**config.mk**
```make
export PLATFORM = sky130hd
export DESIGN_NAME = sram_lane_ctrl
export DESIGN_NICKNAME = d
export VERILOG_FILES = /design/src/rtl/sram_lane_pkg.sv /design/src/rtl/sram_lane_timer.sv /design/src/rtl/sram_lane_seq.sv /design/src/rtl/sram_lane_dp.sv /design/src/rtl/sram_lane_ctrl.sv
export SDC_FILE = /design/constraint.sdc
export NUM_CORES = 1
export LEC_CHECK = 0
export ABC_AREA = 0
export ABC_CLOCK_PERIOD_IN_PS = 1900
export BUFFER_PORTS_ARGS = -buffer_cell sky130_fd_sc_hd__buf_2
export CAP_MARGIN = 20
export CORE_UTILIZATION = 41
export CTS_BUF_LIST = sky130_fd_sc_hd__clkbuf_16
export CTS_CLUSTER_DIAMETER = 200
export CTS_CLUSTER_SIZE = 25
export DETAILED_ROUTE_END_ITERATION = 7
export GPL_TIMING_DRIVEN = 0
export PLACE_DENSITY = 0.72
export RECOVER_POWER = 50
export SLEW_MARGIN = 25
export SYNTH_ARGS = -nofsm -noshare
export SYNTH_HDL_FRONTEND = slang
export SYNTH_HIERARCHICAL = 1
export SYNTH_SLANG_ARGS = --single-unit
```
**constraint.sdc**
```tcl
create_clock -name clk -period 1.9 [get_ports clk]
set_input_delay 0.285 -clock clk [delete_from_list [all_inputs] [get_ports clk]]
set_output_delay 0.285 -clock clk [all_outputs]
set_load 0.01 [all_outputs]
```
**src/rtl/sram_lane_pkg.sv**
```systemverilog
package sram_lane_pkg;

  localparam int DATA_W = 16;
  localparam int LANES  = DATA_W / 8;

  typedef enum logic [2:0] {
    IDLE,
    READ_ACCESS,
    READ_CAPTURE,
    WRITE_SETUP,
    WRITE_PULSE,
    WRITE_RELEASE,
    TURNAROUND
  } phase_e;

  typedef struct packed {
    logic ce_n;
    logic we_n;
    logic oe_n;
    logic drive;
  } strobe_t;

  // Strobe levels that belong to each phase.
  function automatic strobe_t strobes_for(phase_e p);
    strobe_t s;
    s = '{ce_n: 1'b1, we_n: 1'b1, oe_n: 1'b1, drive: 1'b0};
    case (p)
      READ_ACCESS, READ_CAPTURE: begin
        s.ce_n = 1'b0;
        s.oe_n = 1'b0;
      end
      WRITE_SETUP, WRITE_RELEASE: begin
        s.ce_n  = 1'b0;
        s.drive = 1'b1;
      end
      WRITE_PULSE: begin
        s.ce_n  = 1'b0;
        s.we_n  = 1'b0;
        s.drive = 1'b1;
      end
      default: ;
    endcase
    return s;
  endfunction

  // Phases in which the byte enables follow the mask.
  function automatic logic lanes_active(phase_e p);
    return (p == READ_ACCESS) || (p == READ_CAPTURE) || (p == WRITE_SETUP) ||
           (p == WRITE_PULSE) || (p == WRITE_RELEASE);
  endfunction

  // Zero every byte whose mask bit is clear.
  function automatic logic [DATA_W-1:0] keep_lanes(logic [DATA_W-1:0] d,
                                                   logic [LANES-1:0] m);
    logic [DATA_W-1:0] r;
    for (int l = 0; l < LANES; l++) begin
      r[l*8 +: 8] = m[l] ? d[l*8 +: 8] : 8'h00;
    end
    return r;
  endfunction

  // Cycles spent in a timed phase, minus one (timer reload value).
  function automatic int reload_for(phase_e p, int acc, int pulse, int turn);
    case (p)
      READ_ACCESS: return acc - 1;
      WRITE_PULSE: return pulse - 1;
      TURNAROUND:  return turn - 1;
      default:     return 0;
    endcase
  endfunction

endpackage

```
**src/rtl/sram_lane_timer.sv**
```systemverilog
module sram_lane_timer #(
  parameter int CNT_W = 2
) (
  input  logic             clk,
  input  logic             rst_n,
  input  logic             load,
  input  logic [CNT_W-1:0] load_val,
  output logic             done
);

  logic [CNT_W-1:0] cnt_q;

  always_ff @(posedge clk or negedge rst_n) begin
    if (!rst_n) begin
      cnt_q <= '0;
    end else if (load) begin
      cnt_q <= load_val;
    end else if (cnt_q != '0) begin
      cnt_q <= cnt_q - 1'b1;
    end
  end

  assign done = (cnt_q == '0);

endmodule

```
**src/rtl/sram_lane_seq.sv**
```systemverilog
module sram_lane_seq
  import sram_lane_pkg::*;
#(
  parameter int ACCESS_CYC = 2,
  parameter int PULSE_CYC  = 2,
  parameter int TURN_CYC   = 1
) (
  input  logic   clk,
  input  logic   rst_n,
  input  logic   req_valid,
  input  logic   req_write,
  output logic   req_ready,
  output logic   accept,
  output logic   capture,
  output phase_e phase_q,
  output phase_e phase_d
);

  localparam int MAX_AP = (ACCESS_CYC > PULSE_CYC) ? ACCESS_CYC : PULSE_CYC;
  localparam int MAX_C  = (MAX_AP > TURN_CYC) ? MAX_AP : TURN_CYC;
  localparam int CNT_W  = (MAX_C > 1) ? $clog2(MAX_C) : 1;

  logic             turn_pending_q;
  logic             tmr_load;
  logic             tmr_done;
  logic [CNT_W-1:0] tmr_val;

  assign req_ready = (phase_q == IDLE);
  assign accept    = req_ready && req_valid;
  assign capture   = (phase_q == READ_CAPTURE);

  always_comb begin
    phase_d = phase_q;
    case (phase_q)
      IDLE: begin
        if (accept) begin
          if (!req_write)         phase_d = READ_ACCESS;
          else if (turn_pending_q) phase_d = TURNAROUND;
          else                    phase_d = WRITE_SETUP;
        end
      end
      READ_ACCESS:   if (tmr_done) phase_d = READ_CAPTURE;
      READ_CAPTURE:  phase_d = IDLE;
      TURNAROUND:    if (tmr_done) phase_d = WRITE_SETUP;
      WRITE_SETUP:   phase_d = WRITE_PULSE;
      WRITE_PULSE:   if (tmr_done) phase_d = WRITE_RELEASE;
      WRITE_RELEASE: phase_d = IDLE;
      default:       phase_d = IDLE;
    endcase
  end

  assign tmr_load = (phase_d != phase_q);
  assign tmr_val  = CNT_W'(reload_for(phase_d, ACCESS_CYC, PULSE_CYC, TURN_CYC));

  always_ff @(posedge clk or negedge rst_n) begin
    if (!rst_n) begin
      phase_q        <= IDLE;
      turn_pending_q <= 1'b0;
    end else begin
      phase_q <= phase_d;
      if (phase_q == READ_CAPTURE)    turn_pending_q <= 1'b1;
      else if (phase_q == TURNAROUND) turn_pending_q <= 1'b0;
    end
  end

  sram_lane_timer #(
    .CNT_W(CNT_W)
  ) u_timer (
    .clk     (clk),
    .rst_n   (rst_n),
    .load    (tmr_load),
    .load_val(tmr_val),
    .done    (tmr_done)
  );

endmodule

```
**src/rtl/sram_lane_dp.sv**
```systemverilog
module sram_lane_dp
  import sram_lane_pkg::*;
#(
  parameter int ADDR_W = 16
) (
  input  logic              clk,
  input  logic              rst_n,
  input  logic              accept,
  input  logic              capture,
  input  logic [ADDR_W-1:0] req_addr,
  input  logic [DATA_W-1:0] req_wdata,
  input  logic [LANES-1:0]  req_mask,
  input  logic [DATA_W-1:0] bus_in,
  output logic [ADDR_W-1:0] addr_q,
  output logic [DATA_W-1:0] wdata_q,
  output logic [LANES-1:0]  mask_q,
  output logic [LANES-1:0]  mask_next,
  output logic [DATA_W-1:0] rdata_q,
  output logic              rvalid_q
);

  assign mask_next = accept ? req_mask : mask_q;

  always_ff @(posedge clk or negedge rst_n) begin
    if (!rst_n) begin
      addr_q  <= '0;
      wdata_q <= '0;
      mask_q  <= '0;
    end else if (accept) begin
      addr_q  <= req_addr;
      wdata_q <= req_wdata;
      mask_q  <= req_mask;
    end
  end

  always_ff @(posedge clk or negedge rst_n) begin
    if (!rst_n) begin
      rdata_q  <= '0;
      rvalid_q <= 1'b0;
    end else begin
      rvalid_q <= capture;
      if (capture) rdata_q <= keep_lanes(bus_in, mask_q);
    end
  end

endmodule

```
**src/rtl/sram_lane_ctrl.sv**
```systemverilog
module sram_lane_ctrl
  import sram_lane_pkg::*;
#(
  parameter int ADDR_W     = 16,
  parameter int ACCESS_CYC = 2,
  parameter int PULSE_CYC  = 2,
  parameter int TURN_CYC   = 1
) (
  input  logic              clk,
  input  logic              rst_n,
  input  logic              req_valid,
  output logic              req_ready,
  input  logic              req_write,
  input  logic [ADDR_W-1:0] req_addr,
  input  logic [15:0]       req_wdata,
  input  logic [1:0]        req_mask,
  output logic              rsp_valid,
  output logic [15:0]       rsp_rdata,
  output logic [ADDR_W-1:0] mem_addr,
  output logic              mem_ce_n,
  output logic              mem_we_n,
  output logic              mem_oe_n,
  output logic              mem_lb_n,
  output logic              mem_ub_n,
  output logic [15:0]       mem_dq_out,
  input  logic [15:0]       mem_dq_in,
  output logic              mem_dq_oe
);

  phase_e           phase_q;
  phase_e           phase_d;
  logic             accept_evt;
  logic             capture_evt;
  logic [LANES-1:0] mask_q;
  logic [LANES-1:0] mask_next;
  strobe_t          strobe_d;
  strobe_t          strobe_q;
  logic [LANES-1:0] lane_n_d;
  logic [LANES-1:0] lane_n_q;

  sram_lane_seq #(
    .ACCESS_CYC(ACCESS_CYC),
    .PULSE_CYC (PULSE_CYC),
    .TURN_CYC  (TURN_CYC)
  ) u_seq (
    .clk      (clk),
    .rst_n    (rst_n),
    .req_valid(req_valid),
    .req_write(req_write),
    .req_ready(req_ready),
    .accept   (accept_evt),
    .capture  (capture_evt),
    .phase_q  (phase_q),
    .phase_d  (phase_d)
  );

  sram_lane_dp #(
    .ADDR_W(ADDR_W)
  ) u_dp (
    .clk      (clk),
    .rst_n    (rst_n),
    .accept   (accept_evt),
    .capture  (capture_evt),
    .req_addr (req_addr),
    .req_wdata(req_wdata),
    .req_mask (req_mask),
    .bus_in   (mem_dq_in),
    .addr_q   (mem_addr),
    .wdata_q  (mem_dq_out),
    .mask_q   (mask_q),
    .mask_next(mask_next),
    .rdata_q  (rsp_rdata),
    .rvalid_q (rsp_valid)
  );

  // Strobes come from flops loaded with the decode of the next phase,
  // so the pins move on the same edge as the phase and never glitch.
  assign strobe_d = strobes_for(phase_d);

  generate
    for (genvar l = 0; l < LANES; l++) begin : g_lane
      assign lane_n_d[l] = !(lanes_active(phase_d) && mask_next[l]);
    end
  endgenerate

  always_ff @(posedge clk or negedge rst_n) begin
    if (!rst_n) begin
      strobe_q <= '{ce_n: 1'b1, we_n: 1'b1, oe_n: 1'b1, drive: 1'b0};
      lane_n_q <= '1;
    end else begin
      strobe_q <= strobe_d;
      lane_n_q <= lane_n_d;
    end
  end

  assign mem_ce_n  = strobe_q.ce_n;
  assign mem_we_n  = strobe_q.we_n;
  assign mem_oe_n  = strobe_q.oe_n;
  assign mem_dq_oe = strobe_q.drive;
  assign mem_lb_n  = lane_n_q[0];
  assign mem_ub_n  = lane_n_q[1];

  logic unused_mask_q;
  assign unused_mask_q = ^mask_q;

endmodule

```
### Word-level counts from Yosys, hierarchy flattened

Index checks and enable logic that the tools add are counted.

* register bits after elaboration: 62
* input bits: 54

* $add $sub $neg: 1
* equal/unequal tests: 11
* mux-type cells: 19
* reductions and logical operators: 15

Operators with widths (count)
* $mux W3: 6
* $mux W8: 2
* $pmux W3 S5: 1
* $eq A3 B2 Y1 const B: 4
* $eq A3 B3 Y1 const B: 4
* $mux W1: 9
* $eq A3 B1 Y1 const B: 2
* $reduce_or A5 Y1: 1
* $logic_or A1 B1 Y1: 4
* $reduce_or A2 Y1: 2
* $logic_and A1 B1 Y1: 3
* $logic_not A3 Y1: 1
* $ne A3 B3 Y1: 1
* $reduce_or A3 Y1: 1
* $logic_not A1 Y1: 2
* $mux W2: 1
* $reduce_bool A2 Y1: 1
* $sub A1 B1 Y1 const B: 1

### Depth between registers and ports, before layout

* word-level depth: 11
* mapped depth: 7
* depth with buffers taken out: 6

### Modules after synthesis

Netlist, hierarchy kept.

Modules (own cells, without submodules)
* sram_lane_dp: instances 1, cells an instance 142, area each 2084.5 um2
* sram_lane_seq: instances 1, cells an instance 33, area each 275.3 um2
* sram_lane_ctrl: instances 1, cells an instance 17, area each 221.5 um2
* sram_lane_timer: instances 1, cells an instance 3, area each 35.0 um2

### Worst setup path before layout

Ideal clock, no wire load.

* path kind: register -> register
* from: register u_seq.phase_q[1]
* to: register u_dp.mask_q[0]
* setup time: 0.127 ns
* data arrival time: 1.583 ns
* path slack: 0.189 ns
* stages on the path, launching flop included: 7
* buffers on the path: 3
* clock period less this slack: 1.711 ns
* path through: dfrtp_1 buf_2 nor3_2 and2_1 buf_6 buf_12 mux2_4

* longest elaborated chain between the ends: 3

Ends and longest elaborated chain
* from (decl): line sram_lane_seq.sv:15 `output phase_e phase_q,`
* from (signal assigned): line sram_lane_seq.sv:60 `phase_q <= phase_d;`
* $logic_not A3 Y1: line sram_lane_seq.sv:28 `assign req_ready = (phase_q == IDLE);`
* via req_ready: line sram_lane_ctrl.sv:12 `output logic req_ready,`
* $logic_and A1 B1 Y1: line sram_lane_seq.sv:29 `assign accept = req_ready && req_valid;`
* via accept_evt: line sram_lane_ctrl.sv:32 `logic accept_evt;`
* $mux W2
* via mask_next[0]: line sram_lane_ctrl.sv:35 `logic [LANES-1:0] mask_next;`
* to (signal assigned): line sram_lane_dp.sv:32 `mask_q <= req_mask;`
* to (decl): line sram_lane_dp.sv:16 `output logic [LANES-1:0] mask_q,`

The timed path passes the listed nets, and every way through them passes these cells.
A chain may end at the register's enable or synchronous reset.

### Worst setup path in the final report

* from: register u_seq.phase_q[1]
* to: register lane_n_q[1]

* elaborated cells between the ends (all ways): 23

RTL lines
* $logic_not A3 Y1: line sram_lane_seq.sv:28
* $logic_and A1 B1 Y1: line sram_lane_seq.sv:29
* via accept_evt: line sram_lane_ctrl.sv:32
* $mux W2
* via mask_next[1]: line sram_lane_ctrl.sv:35
* $logic_and A1 B1 Y1: line sram_lane_ctrl.sv:82 `assign lane_n_d[l] = !(lanes_active(phase_d) && mask_next[l]);`
* $logic_not A1 Y1: line sram_lane_ctrl.sv:82
* via lane_n_d[1]: line sram_lane_ctrl.sv:38 `logic [LANES-1:0] lane_n_d;`
* to (signal assigned): line sram_lane_ctrl.sv:92 `lane_n_q <= lane_n_d;`
* to (decl): line sram_lane_ctrl.sv:39 `logic [LANES-1:0] lane_n_q;`

The timed path passes the listed nets, and every way through them passes these cells.

==> summary by stage <==
Global routing
The pin count of the biggest net entering global routing is 63. The overall fraction of global-route tracks in use is 16.4%. The number of antenna violations at the first check in global routing is 0. The first global-routing pass estimated 8030 um of wire.

The via count of the first global-routing pass is 1,734. For this run the aggregate overflow at the end of global routing stands at 0.

Worst setup path
In this design, the stage delay of the slowest critical-path cell is 0.36 ns. The start point of the critical path is u_seq/phase_q[1]$_DFF_PN0_. The critical path goes through buf_2 -> nor3_2 -> and2_1 -> buf_6 -> buf_12 -> mux2_4 -> nand3_1. Of all nets on the critical path, the largest fanout is 10.

The critical path in this run is classified as flip-flop to flip-flop. The startpoint identified for the worst register-to-register timing path is u_seq/phase_q[1]$_DFF_PN0_. STA puts the critical path data required time at 2.16 ns.

The endpoint identified for the worst register-to-register timing path is lane_n_q[1]$_DFF_PN1_. Data on the critical path arrives at its endpoint at 2.05 ns. Following the worst setup path forward leads to its endpoint at lane_n_q[1]$_DFF_PN1_. The element type at the critical path end is a flip-flop. STA classifies the critical path startpoint as a flip-flop. The slowest stage of the critical path belongs to the cell sky130_fd_sc_hd__dfrtp_1. The reg-to-reg setup timing slack is 0.11 ns. The number of cells on the worst reg-to-reg path is 7.

Routing
The detailed router placed 1,893 vias in this run. The number of DRC violations after detailed routing is 0. The total routed wirelength is 5420 um. The post-detailed-route via-to-cell ratio is 4.79.

The antenna violation net count after detailed routing is 0. The total iterations of the first detailed-routing run is 4. The mean routed wirelength per cell is 13.7 um. The detailed router finished its first iteration with 40 violations.

Cells and area
The finished cells cover 3520 sq um. The filler cells instantiated in the layout total 526. For this run, the post-layout net count is 369.

The synthesis-to-layout area growth is 34.5%. The number of antenna diodes in the final layout is 0. In the final layout, the share of cells above drive strength 1 is 45.3%.

Timing
The clock period could shrink to 1.79 ns. The slew of the pin with the lowest slew margin is 1.51 ns. The share of the clock period used by the worst path is 94.2%.

The worst slew slack as a fraction of its limit is -0.405%. The hold violation count in the final report is 0. Summed over all failing endpoints, the final setup total negative slack is 0 ns. The final count of pins violating max slew is 62.

Setup violations remaining at the end of the flow were counted as 0. Between clock sinks in the finished design, the worst skew comes to 0.00555 ns. Setup repair after global routing left no endpoint under its margin. The maximum clock frequency is 559 MHz.

Floorplan
The floorplan step defined a die boundary enclosing 6700 sq um. The floorplan has 28 rows. From left edge to right edge, the die measures 81.9 um.

The initial core utilization is 43.4%. The die is 81.9 um tall. The top-level I/O count is 110. The core region is 6030 sq um.

Yosys
Synthesis produced a netlist with a net count of 249. After synthesis, flip-flops and latches occupy 59.5% of the total area. The cell count after synthesis came out at 195. For this run, the number of Yosys warnings is 6. sky130_fd_sc_hd__dfrtp_1 takes more of the synthesized area than any other cell. After synthesis, the cell types taking the most area are sky130_fd_sc_hd__dfrtp_1, sky130_fd_sc_hd__mux2_4, sky130_fd_sc_hd__dfstp_2.

Synthesis inferred 62 register bits. The mean cell area of the mapped netlist is 13.4 sq um. In this run, distinct cell masters in the synthesized netlist total 32. The cell area after synthesis is 2620 sq um. Summed over its instances, the top area cell type makes up 54.5% of the synthesized netlist area.

Clocking
For this design, the CTS-stage hold fixing added 0 buffers. The clock input transition at the sequential cells of the worst setup and hold paths is 0.05 ns. The root buffer cell chosen for the clock tree is sky130_fd_sc_hd__clkbuf_16.

The number of H-tree branching levels is 3. The number of buffers added by the clock tree synthesis step is 9. The clock latency at the later pin of the worst-skew pair is 0.32 ns. The number of sinks on the clock net is 62.

The clock passes through at most 2 buffers. TritonCTS built the clock tree.

Worst hold path
In this run the worst hold path is classified as input port to flip-flop.

Power and ir drop
The share of total power dissipated in the clock network is 24.6%. Cell internal power was estimated by the tool at 4270 uW. In this run, flip-flops and latches consume 35.0% of the power. Of the total power, combinational logic draws 40.4%.

The net switching share of the total power is 33.2%. The total power per unit cell area is 1810 nW/um^2. The maximum vdd ir drop is 0.00112 V.

The leakage power is 0.00172 uW. In this run the power spent charging and discharging nets is 2120 uW.

Status
The flow ran to the end, but the final reports show violations. The checks that failed: capacitance limit, slew limit.

Place
Buffers placed on the I/O ports in this run total 109. The HPWL after detailed placement is 3800 um. The placement-stage cell area is 3260 sq um. Routability-driven placement finished with a final weighted congestion of 0.744.

Job
Across the run, the number of max-cap violations was 1.
[cells by family after synthesis]
logic type / count (synthesis) / synth area share [%]
buf+inv: 31 / 6.79
mux: 35 / 19.3
simple gates: 37 / 7.56
flops: 62 / 59.5
compound gates: 29 / 6.46
xor+xnor: 1 / 0.335
[worst max-delay path: cells and delay by family, from the launching register on]
family | cells | cell delay, ns
AND/OR/NAND/NOR | 3 | 0.55
flip-flops | 1 | 0.36
buffers and inverters | 3 | 0.50
multiplexers | 1 | 0.31
[Yosys cell counts]
library cell	instances
sky130_fd_sc_hd__xor2_1	1
sky130_fd_sc_hd__o22ai_1	2
sky130_fd_sc_hd__nor4b_1	1
sky130_fd_sc_hd__inv_1	19
sky130_fd_sc_hd__clkbuf_1	3
sky130_fd_sc_hd__o21bai_1	1
sky130_fd_sc_hd__dfstp_2	5
sky130_fd_sc_hd__a221o_1	1
sky130_fd_sc_hd__or3_4	1
sky130_fd_sc_hd__nor2_1	2
sky130_fd_sc_hd__a22oi_1	1
sky130_fd_sc_hd__mux2i_1	1
sky130_fd_sc_hd__a22o_1	1
sky130_fd_sc_hd__buf_2	4
sky130_fd_sc_hd__buf_6	1
sky130_fd_sc_hd__and2_1	2
sky130_fd_sc_hd__nand2b_1	3
sky130_fd_sc_hd__nor2b_1	1
sky130_fd_sc_hd__mux2_4	30
sky130_fd_sc_hd__nor3_1	2
sky130_fd_sc_hd__a21boi_1	1
sky130_fd_sc_hd__dfrtp_1	57
sky130_fd_sc_hd__a2bb2oi_1	1
sky130_fd_sc_hd__a21oi_1	2
sky130_fd_sc_hd__nand3_1	18
sky130_fd_sc_hd__nor3_2	1
sky130_fd_sc_hd__inv_2	1
sky130_fd_sc_hd__a31oi_1	1
sky130_fd_sc_hd__buf_12	3
sky130_fd_sc_hd__nand2_1	6
sky130_fd_sc_hd__mux2_2	4
sky130_fd_sc_hd__o21ai_0	18
[metrics by stage]
stage               total power [uW]  utilization [%]  hold slack (ns)  worst slack (ns)  cells
global route                    6820             58.4            0.184            0.0435    395
global placement                4840             54.0            0.484            0.0822    379
finish                          6380             58.4            0.192             0.111    395
detailed placement              4910             54.1            0.416           -0.0216    379
floorplan                       4020                -          -0.0106             0.189    195
CTS                             6540             59.0           0.0684             0.106    395
[power groups by stage]
stage	logic (uW)	registers [uW]	clock network, uW
after floorplan	1520	2500	0
after global placement	2620	2220	0
after detailed placement	2660	2250	0
after CTS	2680	2240	1620
after global routing	2830	2320	1670
final	2580	2240	1570
[worst min-delay path by stage]
| stage | endpoint | slack, ns | from | cells past startpoint |
|---|---|---|---|---|
| after detailed placement | u_dp/wdata_q[10]$_DFFE_PN0P_ | 0.42 | rst_n | 1 |
| after global placement | u_dp/addr_q[15]$_DFFE_PN0P_ | 0.48 | u_dp/addr_q[15]$_DFFE_PN0P_ | 1 |
| after global routing | u_dp/wdata_q[11]$_DFFE_PN0P_ | 0.18 | req_wdata[11] | 2 |
| final | u_dp/addr_q[15]$_DFFE_PN0P_ | 0.19 | req_addr[15] | 2 |
| after floorplan | mem_dq_oe$_DFF_PN0_ | -0.01 | rst_n | 0 |
| after CTS | u_dp/wdata_q[10]$_DFFE_PN0P_ | 0.07 | rst_n | 1 |
[layout by cell type (no fill, tap or decap), drive strengths merged, types with 3 or more instances in the layout]
cell type   n
buf        88
clkbuf     41
clkinv      4
dfrtp      57
dfstp       5
inv        22
mux2       34
nand2       6
nand2b      3
nand3      18
nor3        3
o21ai      18
[registers in the layout, indices dropped and copies added, names as in the netlist]
name / cells
mem_we_n: 1
u_dp/wdata_q: 16
u_dp/mask_q: 2
u_seq/u_timer/cnt_q: 1
u_seq/phase_q: 3
u_dp/rdata_q: 16
u_seq/turn_pending_q: 1
mem_dq_oe: 1
lane_n_q: 2
mem_ce_n: 1
u_dp/addr_q: 16
mem_oe_n: 1
u_dp/rvalid_q: 1
[routing by layer]
metal / wire (um) / track usage, % / vias up
met3: 517 / 6.22 / 9
li1: - / - / 909
met2: 2420 / 26.2 / 90
met4: 97 / 7.89 / 0
met1: 2380 / 19.2 / 885
met5: 0 / 0 / -
[final cells by class]
| cell class | instances | area [sq um] | share of cell area (%) |
|---|---|---|---|
| inverter | 20 | 75.1 | 2.13 |
| timing repair buffer | 109 | 510 | 14.5 |
| clock inverter | 7 | 67.6 | 1.92 |
| tap | 75 | 93.8 | 2.67 |
| sequential | 62 | 1560 | 44.3 |
| buffer | 11 | 103 | 2.92 |
| multi-input combinational | 102 | 886 | 25.2 |
| clock buffer | 9 | 225 | 6.40 |
[timing repair]
action	CTS	global route
setup buffers	0	0
setup endpoints to repair	5	0
resized for setup	1	0
Note: power is estimated with default switching activity, not from simulation.
